--- config.mk ---
export PLATFORM = sky130hd
export DESIGN_NAME = repl_victim_sel
export DESIGN_NICKNAME = d
export VERILOG_FILES = /design/src/rtl/vsel_pkg.sv /design/src/rtl/vsel_lfsr.sv /design/src/rtl/vsel_rank_set.sv /design/src/rtl/repl_victim_sel.sv
export SDC_FILE = /design/constraint.sdc
export NUM_CORES = 1
export LEC_CHECK = 0
export BUFFER_PORTS_ARGS = -buffer_cell sky130_fd_sc_hd__buf_2
export CAP_MARGIN = 10
export CORE_UTILIZATION = 53
export CTS_BUF_LIST = sky130_fd_sc_hd__clkbuf_16
export DETAILED_ROUTE_END_ITERATION = 8
export MAX_ROUTING_LAYER = met4
export PLACE_DENSITY_LB_ADDON = 0.25
export SLEW_MARGIN = 5
export SYNTH_ARGS = -nofsm -noshare
export SYNTH_HDL_FRONTEND = slang
export SYNTH_SLANG_ARGS = --single-unit
--- constraint.sdc ---
create_clock -name clk -period 1.2 [get_ports clk]
set_clock_uncertainty 0.05 [all_clocks]
set_input_delay 0.06 -clock clk [delete_from_list [all_inputs] [get_ports clk]]
set_output_delay 0.06 -clock clk [all_outputs]
set_load 0.05 [all_outputs]
--- src/rtl/vsel_pkg.sv ---
package vsel_pkg;

  typedef enum logic [1:0] {
    VSEL_RANDOM = 2'd0,
    VSEL_LRU    = 2'd1,
    VSEL_FIFO   = 2'd2
  } vsel_policy_e;

  localparam int unsigned LFSR_W = 16;
  localparam logic [LFSR_W-1:0] LFSR_MASK = 16'hB400;

  // One right shift of the Galois register; the feedback mask is applied
  // whenever the bit leaving the low end is set.
  function automatic logic [LFSR_W-1:0] lfsr_step(input logic [LFSR_W-1:0] cur);
    logic [LFSR_W-1:0] shifted;
    shifted = {1'b0, cur[LFSR_W-1:1]};
    return cur[0] ? (shifted ^ LFSR_MASK) : shifted;
  endfunction

endpackage

--- src/rtl/vsel_lfsr.sv ---
module vsel_lfsr
  import vsel_pkg::*;
#(
  parameter logic [LFSR_W-1:0] SEED = 16'hACE1
) (
  input  logic              clk,
  input  logic              rst_n,
  output logic [LFSR_W-1:0] state_o
);

  logic [LFSR_W-1:0] state_q;

  always_ff @(posedge clk or negedge rst_n) begin
    if (!rst_n) state_q <= SEED;
    else        state_q <= lfsr_step(state_q);
  end

  assign state_o = state_q;

endmodule

--- src/rtl/vsel_rank_set.sv ---
// Recency/age ranking for the ways of one set. Rank 0 is the newest way and
// rank NUM_WAYS-1 is the oldest. The ranks always form a permutation.
module vsel_rank_set #(
  parameter int unsigned NUM_WAYS = 2,
  localparam int unsigned WAY_W = (NUM_WAYS > 1) ? $clog2(NUM_WAYS) : 1
) (
  input  logic                      clk,
  input  logic                      rst_n,
  input  logic                      upd_en,
  input  logic [WAY_W-1:0]          upd_way,
  output logic [NUM_WAYS*WAY_W-1:0] ranks_o,
  output logic [WAY_W-1:0]          oldest_o
);

  localparam logic [WAY_W-1:0] OLDEST_RANK = WAY_W'(NUM_WAYS - 1);

  logic [WAY_W-1:0] rank_q [NUM_WAYS];
  logic [WAY_W-1:0] touched_rank;

  // New rank of one way after another way (or itself) is touched.
  function automatic logic [WAY_W-1:0] rank_after(
    input logic [WAY_W-1:0] cur,
    input logic [WAY_W-1:0] pivot,
    input logic             is_target
  );
    if (is_target)    return '0;
    if (cur < pivot)  return cur + WAY_W'(1);
    return cur;
  endfunction

  assign touched_rank = rank_q[upd_way];

  always_ff @(posedge clk or negedge rst_n) begin
    if (!rst_n) begin
      for (int i = 0; i < NUM_WAYS; i++) rank_q[i] <= WAY_W'(i);
    end else if (upd_en) begin
      for (int i = 0; i < NUM_WAYS; i++)
        rank_q[i] <= rank_after(rank_q[i], touched_rank, upd_way == WAY_W'(i));
    end
  end

  always_comb begin
    oldest_o = '0;
    for (int i = 0; i < NUM_WAYS; i++)
      if (rank_q[i] == OLDEST_RANK) oldest_o = WAY_W'(i);
  end

  for (genvar g = 0; g < NUM_WAYS; g++) begin : g_flat
    assign ranks_o[g*WAY_W +: WAY_W] = rank_q[g];
  end

endmodule

--- src/rtl/repl_victim_sel.sv ---
module repl_victim_sel
  import vsel_pkg::*;
#(
  parameter int unsigned       NUM_SETS = 4,
  parameter int unsigned       NUM_WAYS = 2,
  parameter vsel_policy_e      POLICY   = VSEL_LRU,
  parameter logic [LFSR_W-1:0] SEED     = 16'hACE1,
  localparam int unsigned SET_W = (NUM_SETS > 1) ? $clog2(NUM_SETS) : 1,
  localparam int unsigned WAY_W = (NUM_WAYS > 1) ? $clog2(NUM_WAYS) : 1
) (
  input  logic             clk,
  input  logic             rst_n,
  input  logic             acc_valid,
  input  logic [SET_W-1:0] acc_set,
  input  logic [WAY_W-1:0] acc_way,
  input  logic             acc_fill,
  input  logic [SET_W-1:0] req_set,
  output logic [WAY_W-1:0] victim_way
);

  localparam int unsigned LINES = NUM_SETS * NUM_WAYS;
  localparam bit USE_RANK = (POLICY != VSEL_RANDOM) && (NUM_WAYS > 1);

  // Named internal events and state, brought out for the checker.
  logic                      evt_fill;
  logic                      evt_hit;
  logic [NUM_WAYS-1:0]       req_valid_vec;
  logic                      req_has_invalid;
  logic [LINES-1:0]          valid_flat;
  logic [LINES*WAY_W-1:0]    age_flat;
  logic [LFSR_W-1:0]         lfsr_q;

  logic [NUM_WAYS-1:0]       valid_q [NUM_SETS];
  logic [WAY_W-1:0]          oldest_by_set [NUM_SETS];
  logic [WAY_W-1:0]          first_empty;
  logic [WAY_W-1:0]          policy_way;

  assign evt_fill = acc_valid &&  acc_fill;
  assign evt_hit  = acc_valid && !acc_fill;

  function automatic logic [WAY_W-1:0] lowest_empty(input logic [NUM_WAYS-1:0] occ);
    logic [WAY_W-1:0] idx;
    idx = '0;
    for (int i = NUM_WAYS - 1; i >= 0; i--)
      if (!occ[i]) idx = WAY_W'(i);
    return idx;
  endfunction

  function automatic logic [WAY_W-1:0] pick_random(input logic [LFSR_W-1:0] s);
    return WAY_W'(32'(s) % NUM_WAYS);
  endfunction

  // Per-set occupancy and ranking.
  for (genvar s = 0; s < NUM_SETS; s++) begin : g_set
    logic set_sel;
    assign set_sel = acc_valid && (acc_set == SET_W'(s));

    always_ff @(posedge clk or negedge rst_n) begin
      if (!rst_n)                   valid_q[s] <= '0;
      else if (set_sel && acc_fill) valid_q[s][acc_way] <= 1'b1;
    end

    assign valid_flat[s*NUM_WAYS +: NUM_WAYS] = valid_q[s];

    if (USE_RANK) begin : g_rank
      logic rank_upd;
      assign rank_upd = set_sel && ((POLICY == VSEL_LRU) || acc_fill);

      vsel_rank_set #(.NUM_WAYS(NUM_WAYS)) u_rank (
        .clk      (clk),
        .rst_n    (rst_n),
        .upd_en   (rank_upd),
        .upd_way  (acc_way),
        .ranks_o  (age_flat[s*NUM_WAYS*WAY_W +: NUM_WAYS*WAY_W]),
        .oldest_o (oldest_by_set[s])
      );
    end else begin : g_norank
      assign age_flat[s*NUM_WAYS*WAY_W +: NUM_WAYS*WAY_W] = '0;
      assign oldest_by_set[s] = '0;
    end
  end

  // Random source only exists in the random build.
  if (POLICY == VSEL_RANDOM) begin : g_rand
    vsel_lfsr #(.SEED(SEED)) u_lfsr (
      .clk     (clk),
      .rst_n   (rst_n),
      .state_o (lfsr_q)
    );
  end else begin : g_norand
    assign lfsr_q = SEED;
  end

  // Victim choice from registered state only (same-cycle accesses unseen).
  assign req_valid_vec   = valid_q[req_set];
  assign req_has_invalid = ~&req_valid_vec;
  assign first_empty     = lowest_empty(req_valid_vec);

  always_comb begin
    if (POLICY == VSEL_RANDOM) policy_way = pick_random(lfsr_q);
    else                       policy_way = oldest_by_set[req_set];
  end

  if (NUM_WAYS == 1) begin : g_direct
    assign victim_way = '0;
  end else begin : g_assoc
    assign victim_way = req_has_invalid ? first_empty : policy_way;
  end

endmodule

; ---- After elaboration in Yosys (flattened, before gate mapping)
; Cells that the tools add are included.
[word_totals]
input_bits = 9
elab_cells = 155
output_inout_bits = 1
reg_bits = 16
mem_count = 0
ram_bits = 0
latch_bits = 0
rom_bits = 0
[classes]
n_div = 0
multipliers = 0
n_eq_ne = 3
bitwise = 6
n_reduce_logical = 27
shifts = 0
n_lt_le_gt_ge = 12
mux = 87
addsub = 8
[ops]
columns = op, n
row1 = 1-bit two-way mux, 82
row2 = 2-bit AND reduction, 9
row3 = 2-bit nonzero test, 8
row4 = 1-bit logical AND, 9
row5 = 1-bit adder (second input constant), 8
row6 = 1-bit < comparator, 8
row7 = 2-bit OR, 4
row8 = 2-bit binary-select mux with 2-bit select, 1
row9 = 2-bit == test (second input constant), 2
row10 = 2-bit two-way mux, 2
row11 = 3-bit >= comparator (second input constant), 1
row12 = 2-bit inverter with 3-bit output, 1
row13 = 1-bit binary-select mux with 2-bit select, 1
row14 = 2-bit by 1-bit == test with 1-bit output (second input constant), 1
row15 = 2-bit >= comparator (second input constant), 1
row16 = 2-bit logical NOT, 1
row17 = 1-bit by 2-bit < comparator with 1-bit output (second input constant), 1
row18 = 1-bit inverter with 2-bit output, 1
row19 = 1-bit demux with 1-bit select, 1
row20 = 1-bit >= comparator (second input constant), 1

; ---- Depth between registers and ports, before layout
[logic_depth]
depth_word = 10
ltp_mapped = 4
depth_no_buf = 3

; ---- By module
; Synthesis repeated with hierarchy kept, for this count alone.
[hier_totals]
cells_unflattened = 69
hier_area_um2 = 729.4
[modules_own_cells]
columns = mod, cells_per_inst, area_per_inst_um2, n_inst, seq_area_each_um2
row1 = repl_victim_sel, 37, 399.1, 1, 200.2
row2 = vsel_rank_set, 8, 82.6, 4, 51.3

; ---- Worst setup path before layout
; OpenSTA, ideal clock, no wires.
[synth_timing]
path_type = flip-flop to output port
startpoint = register g_set[2].g_rank.u_rank.rank_q, in the netlist g_set[2].g_rank.u_rank.ranks_o[1]
endpoint = output port victim_way
stages_incl_launch_ff = 4
setup_slack_ns = -0.471
required_time_ns = 1.090
t_arrival_ns = 1.561
path_cell_list = dfstp_2 nand2b_1 nand3b_1 a31oi_1
[synth_between]
elab_chain_len = 5
[synth_lines]
columns = item, line_no
row1 = start: declaration, vsel_rank_set.sv:17  ; logic [WAY_W-1:0] rank_q [NUM_WAYS];
row2 = start signal: indexed assignment, vsel_rank_set.sv:38  ; rank_q[i] <= rank_after(rank_q[i], touched_rank, upd_way == WAY_W'(i));
row3 = 1-bit two-way mux, vsel_rank_set.sv:45  ; if (rank_q[i] == OLDEST_RANK) oldest_o = WAY_W'(i);
row4 = 1-bit binary-select mux with 2-bit select, repl_victim_sel.sv:101  ; else policy_way = oldest_by_set[req_set];
row5 = 1-bit two-way mux (not written as such) (2 in series), repl_victim_sel.sv:101
row6 = 1-bit two-way mux, repl_victim_sel.sv:107  ; assign victim_way = req_has_invalid ? first_empty : policy_way;
row7 = end: declaration, repl_victim_sel.sv:18  ; output logic [WAY_W-1:0] victim_way
; Every way passes these cells. The select of a mux whose other input is x is not followed.

; ---- Worst setup path in the final report
; Ends and elaborated chain as after synthesis.

==> impl_metrics.py <==
metrics = {
    "floorplanning": {
        "die_width_um": 38.7,
        "core_um2": 1170,
        "start_util": 0.610,
        "io_pins": 10,
        "dieArea_um2": 1500,
        "die_h_um": 38.7,
        "rows": 12,
    },
    "yosys": {
        "synthTopCellsByCount": "16 x a21oi_1, 12 x dfrtp_1, 4 x a31o_1, 4 x dfstp_2",
        "yosys_register_bits": 16,
        "syn-mean-instance-area_um2": 11.7,
        "synth_area_leaders": "dfrtp_1 42%, dfstp_2 15%, a21oi_1 11%",
        "seq_area_frac_synth": 0.567,
        "postSynthCellCount": 61,
        "syn_nets": 70,
        "synth_cell_types": 21,
        "ys.flop_type": "dfrtp_1",
        "syn_area_um2": 714,
        "yosysMostFrequentCell": "a21oi_1",
        "synth-edff-count": 0,
        "yosys.area.top_type": "dfrtp_1",
        "ys.warnings.count": 0,
        "yosysTopAreaCellShare": 0.420,
        "async_reset_ff_frac": 1.00,
    },
    "final_layout": {
        "antennaDiodeCount": 0,
        "drive_above_1_share": 0.382,
        "num-fill-cells": 72,
        "seq_area_um2": 405,
        "multi_input_area_um2": 277,
        "layout.cells.non_filler": 90,
        "layout.nets": 86,
        "area_delta_synth_final_pct": 24.9,
    },
    "worst_hold_path": {
        "min_from": "acc_way",
        "hold_depth": 2,
        "min_path_type": "in -> reg",
        "worstHoldEndpoint": "g_set[3].g_rank.u_rank.ranks_o[1]$_DFFE_PN1P_",
    },
    "critical_path": {
        "cp_slowest_cell": "dfstp_2",
        "worstPathArrival_ps": 1330,
        "timing.critical_path.max_delay_family": "flip-flops",
        "crit_buf_inv": 1,
        "worstPathCellList": "nand2b_1 -> nand3b_1 -> a31oi_4 -> buf_6",
        "ff2ff_path_depth": 3,
        "critPathRequiredTime_ps": 1090,
        "crit_type": "reg -> out",
        "r2r_slack_ps": 270,
        "r2r-end": "g_set[0].g_rank.u_rank.ranks_o[0]$_DFFE_PN0P_",
        "cp-start-kind": "register",
        "critPathMaxFanout": 2,
        "r2r-start": "g_set[0].g_rank.u_rank.ranks_o[1]$_DFFE_PN1P_",
        "slowest_delay_ps": 530,
        "end_kind": "primary output",
    },
    "route": {
        "wl_per_cell_um": 15.0,
        "via_count": 507,
        "viasPerCell": 5.63,
        "ant_nets": 0,
        "routed_wl_mm": 1.35,
        "drt_iter0_markers": 5,
        "drt_first_pass_iters": 4,
        "drcViolationCount": 0,
    },
    "timing": {
        "drv_slew": 0,
        "worst_slack_ps": -241,
        "tightest_slew_ps": 336,
        "fin_crit_ps": 1440,
        "fin_crit_sh": 1.20,
        "setup_violations": 1,
        "max-slew-margin-rel": 0.776,
        "rsz0062_at_grt": "yes",
        "fmax_mhz": 694,
        "hold_viol": 0,
    },
    "global_route": {
        "top_usage_layer": "met2",
        "met2_usage": 0.413,
        "grt_pass1_vias": 547,
        "grt_pass1_wl_mm": 2.26,
        "grtUsageMet3": 0.0694,
        "groute.layer.met1.usage": 0.266,
        "antenna_found_initial": 0,
        "grt_remaining_overflow": 0,
        "grt_max_degree": 17,
        "track_usage": 0.244,
    },
    "pwr": {
        "leakagePower_nw": 0.401,
        "pwr_density_cell_nw_per_um2": 1590,
        "vdd_ir_drop_max_mv": 1.00,
    },
    "clock_network": {
        "post-cts-setup-buffer-count": 0,
        "cts_tree": "built",
        "h-tree-depth": 1,
        "clk_latency_ps": 240,
        "clockBufferDepth": 2,
        "cts_buffers": 3,
        "clock_sinks": 16,
        "root_buffer": "clkbuf_16",
        "clkTransAtPathRegs_ps": 50,
    },
    "placement": {
        "io_buffers": 9,
        "dp_slack_ps": -95.7,
        "finalWeightedCongestion": 0.727,
        "hpwl_um": 964,
        "post-place-cells": 85,
    },
    "status": {
        "status": "finished with violations",
        "violations": "setup timing",
    },
    "job": {
        "drv_cap": 0,
    },
}
area by class of cell:
cell class | instances | area share
Clock buffer | 3 | 0.0842
Clock inverter | 1 | 0.00421
Inverter | 2 | 0.00842
Multi-Input combinational cell | 38 | 0.310
Sequential cell | 16 | 0.454
Tap cell | 14 | 0.0196
Timing Repair Buffer | 16 | 0.119
metal layers:
metal	routed length, um	vias up	part of all wire
met2	667	11	0.50
met1	619	245	0.46
met3	38	2	0.028
met4	20	0	0.015
met5	0	-	0
li1	-	249	-
worst max path at each step:
| stage | from | end | slack [ps] | cells past startpoint |
|---|---|---|---|---|
| after global routing | g_set[2].g_rank.u_rank.ranks_o[1]$_DFFE_PN1P_ | victim_way | -320 | 4 |
| after detailed placement | g_set[1].g_rank.u_rank.ranks_o[1]$_DFFE_PN1P_ | victim_way | -100 | 4 |
| final | g_set[2].g_rank.u_rank.ranks_o[1]$_DFFE_PN1P_ | victim_way | -240 | 4 |
| after CTS | g_set[2].g_rank.u_rank.ranks_o[1]$_DFFE_PN1P_ | victim_way | -260 | 4 |
| after global placement | g_set[0].g_rank.u_rank.ranks_o[1]$_DFFE_PN1P_ | victim_way | -50 | 4 |
| after floorplan | g_set[0].g_rank.u_rank.ranks_o[1]$_DFFE_PN1P_ | victim_way | 10 | 3 |
registers in the layout, summed over array words and instances, names as in the netlist:
register / flops
g_set.g_rank.u_rank.ranks_o: 8
valid_flat: 8
where the power goes:
part           leakage, nW  switching [mW]  total, mW  internal [mW]
clock network       0.0385           0.192      0.632          0.441
registers            0.177          0.0238      0.608          0.584
logic                0.185          0.0921      0.182         0.0899
total                0.401           0.308       1.42           1.11
placed cells by master (no fill, tap or decap), types with 2 or more instances in the layout:
cell,synthesis,routed
dfrtp_1,12,12
buf_2,1,8
a21oi_1,16,16
clkbuf_16,0,3
inv_1,2,2
buf_4,1,6
and3b_1,2,2
nand2b_1,3,3
a31o_2,3,3
a31o_1,4,4
dfstp_2,4,4
cell families (layout without fill, tap and decap cells):
kind of cell / Yosys count / in the layout / synth area share
flip-flops: 16 / 16 / 0.567
buffers and inverters: 7 / 22 / 0.0753
AO/OA/AOI/OAI: 26 / 26 / 0.229
AND/OR/NAND/NOR: 12 / 12 / 0.128
worst reg2reg max path: stages, from the launching register on:
cell	delay (ps)
dfstp_2	520
buf_4	110
a21oi_1	50
a21oi_1	120
per-stage QoR:
| stage | instance area, um2 | TNS (ps) | hold slack, ps | utilization | total power [mW] |
|---|---|---|---|---|---|
| 2_1_floorplan | 729 | 0 | -286 | - | 0.721 |
| 3_3_place_gp | 791 | -54.3 | -69.1 | 0.675 | 0.773 |
| 3_5_place_dp | 791 | -95.7 | -67.5 | 0.675 | 0.783 |
| 4_1_cts | 892 | -255 | 46.5 | 0.762 | 1.44 |
| 5_1_grt | 892 | -319 | 60.9 | 0.762 | 1.48 |
| 6_report | 892 | -241 | 58.5 | 0.762 | 1.42 |
repair_timing:
item / 4_1_cts / 5_1_grt
gates resized for setup: 3 / 0
pin swaps: 0 / 1
hold buffers: 1 / 0
endpoints found under the setup margin: 1 / 1
endpoints found under the hold margin: 16 / 0
Power figures use the tool's default switching activity.
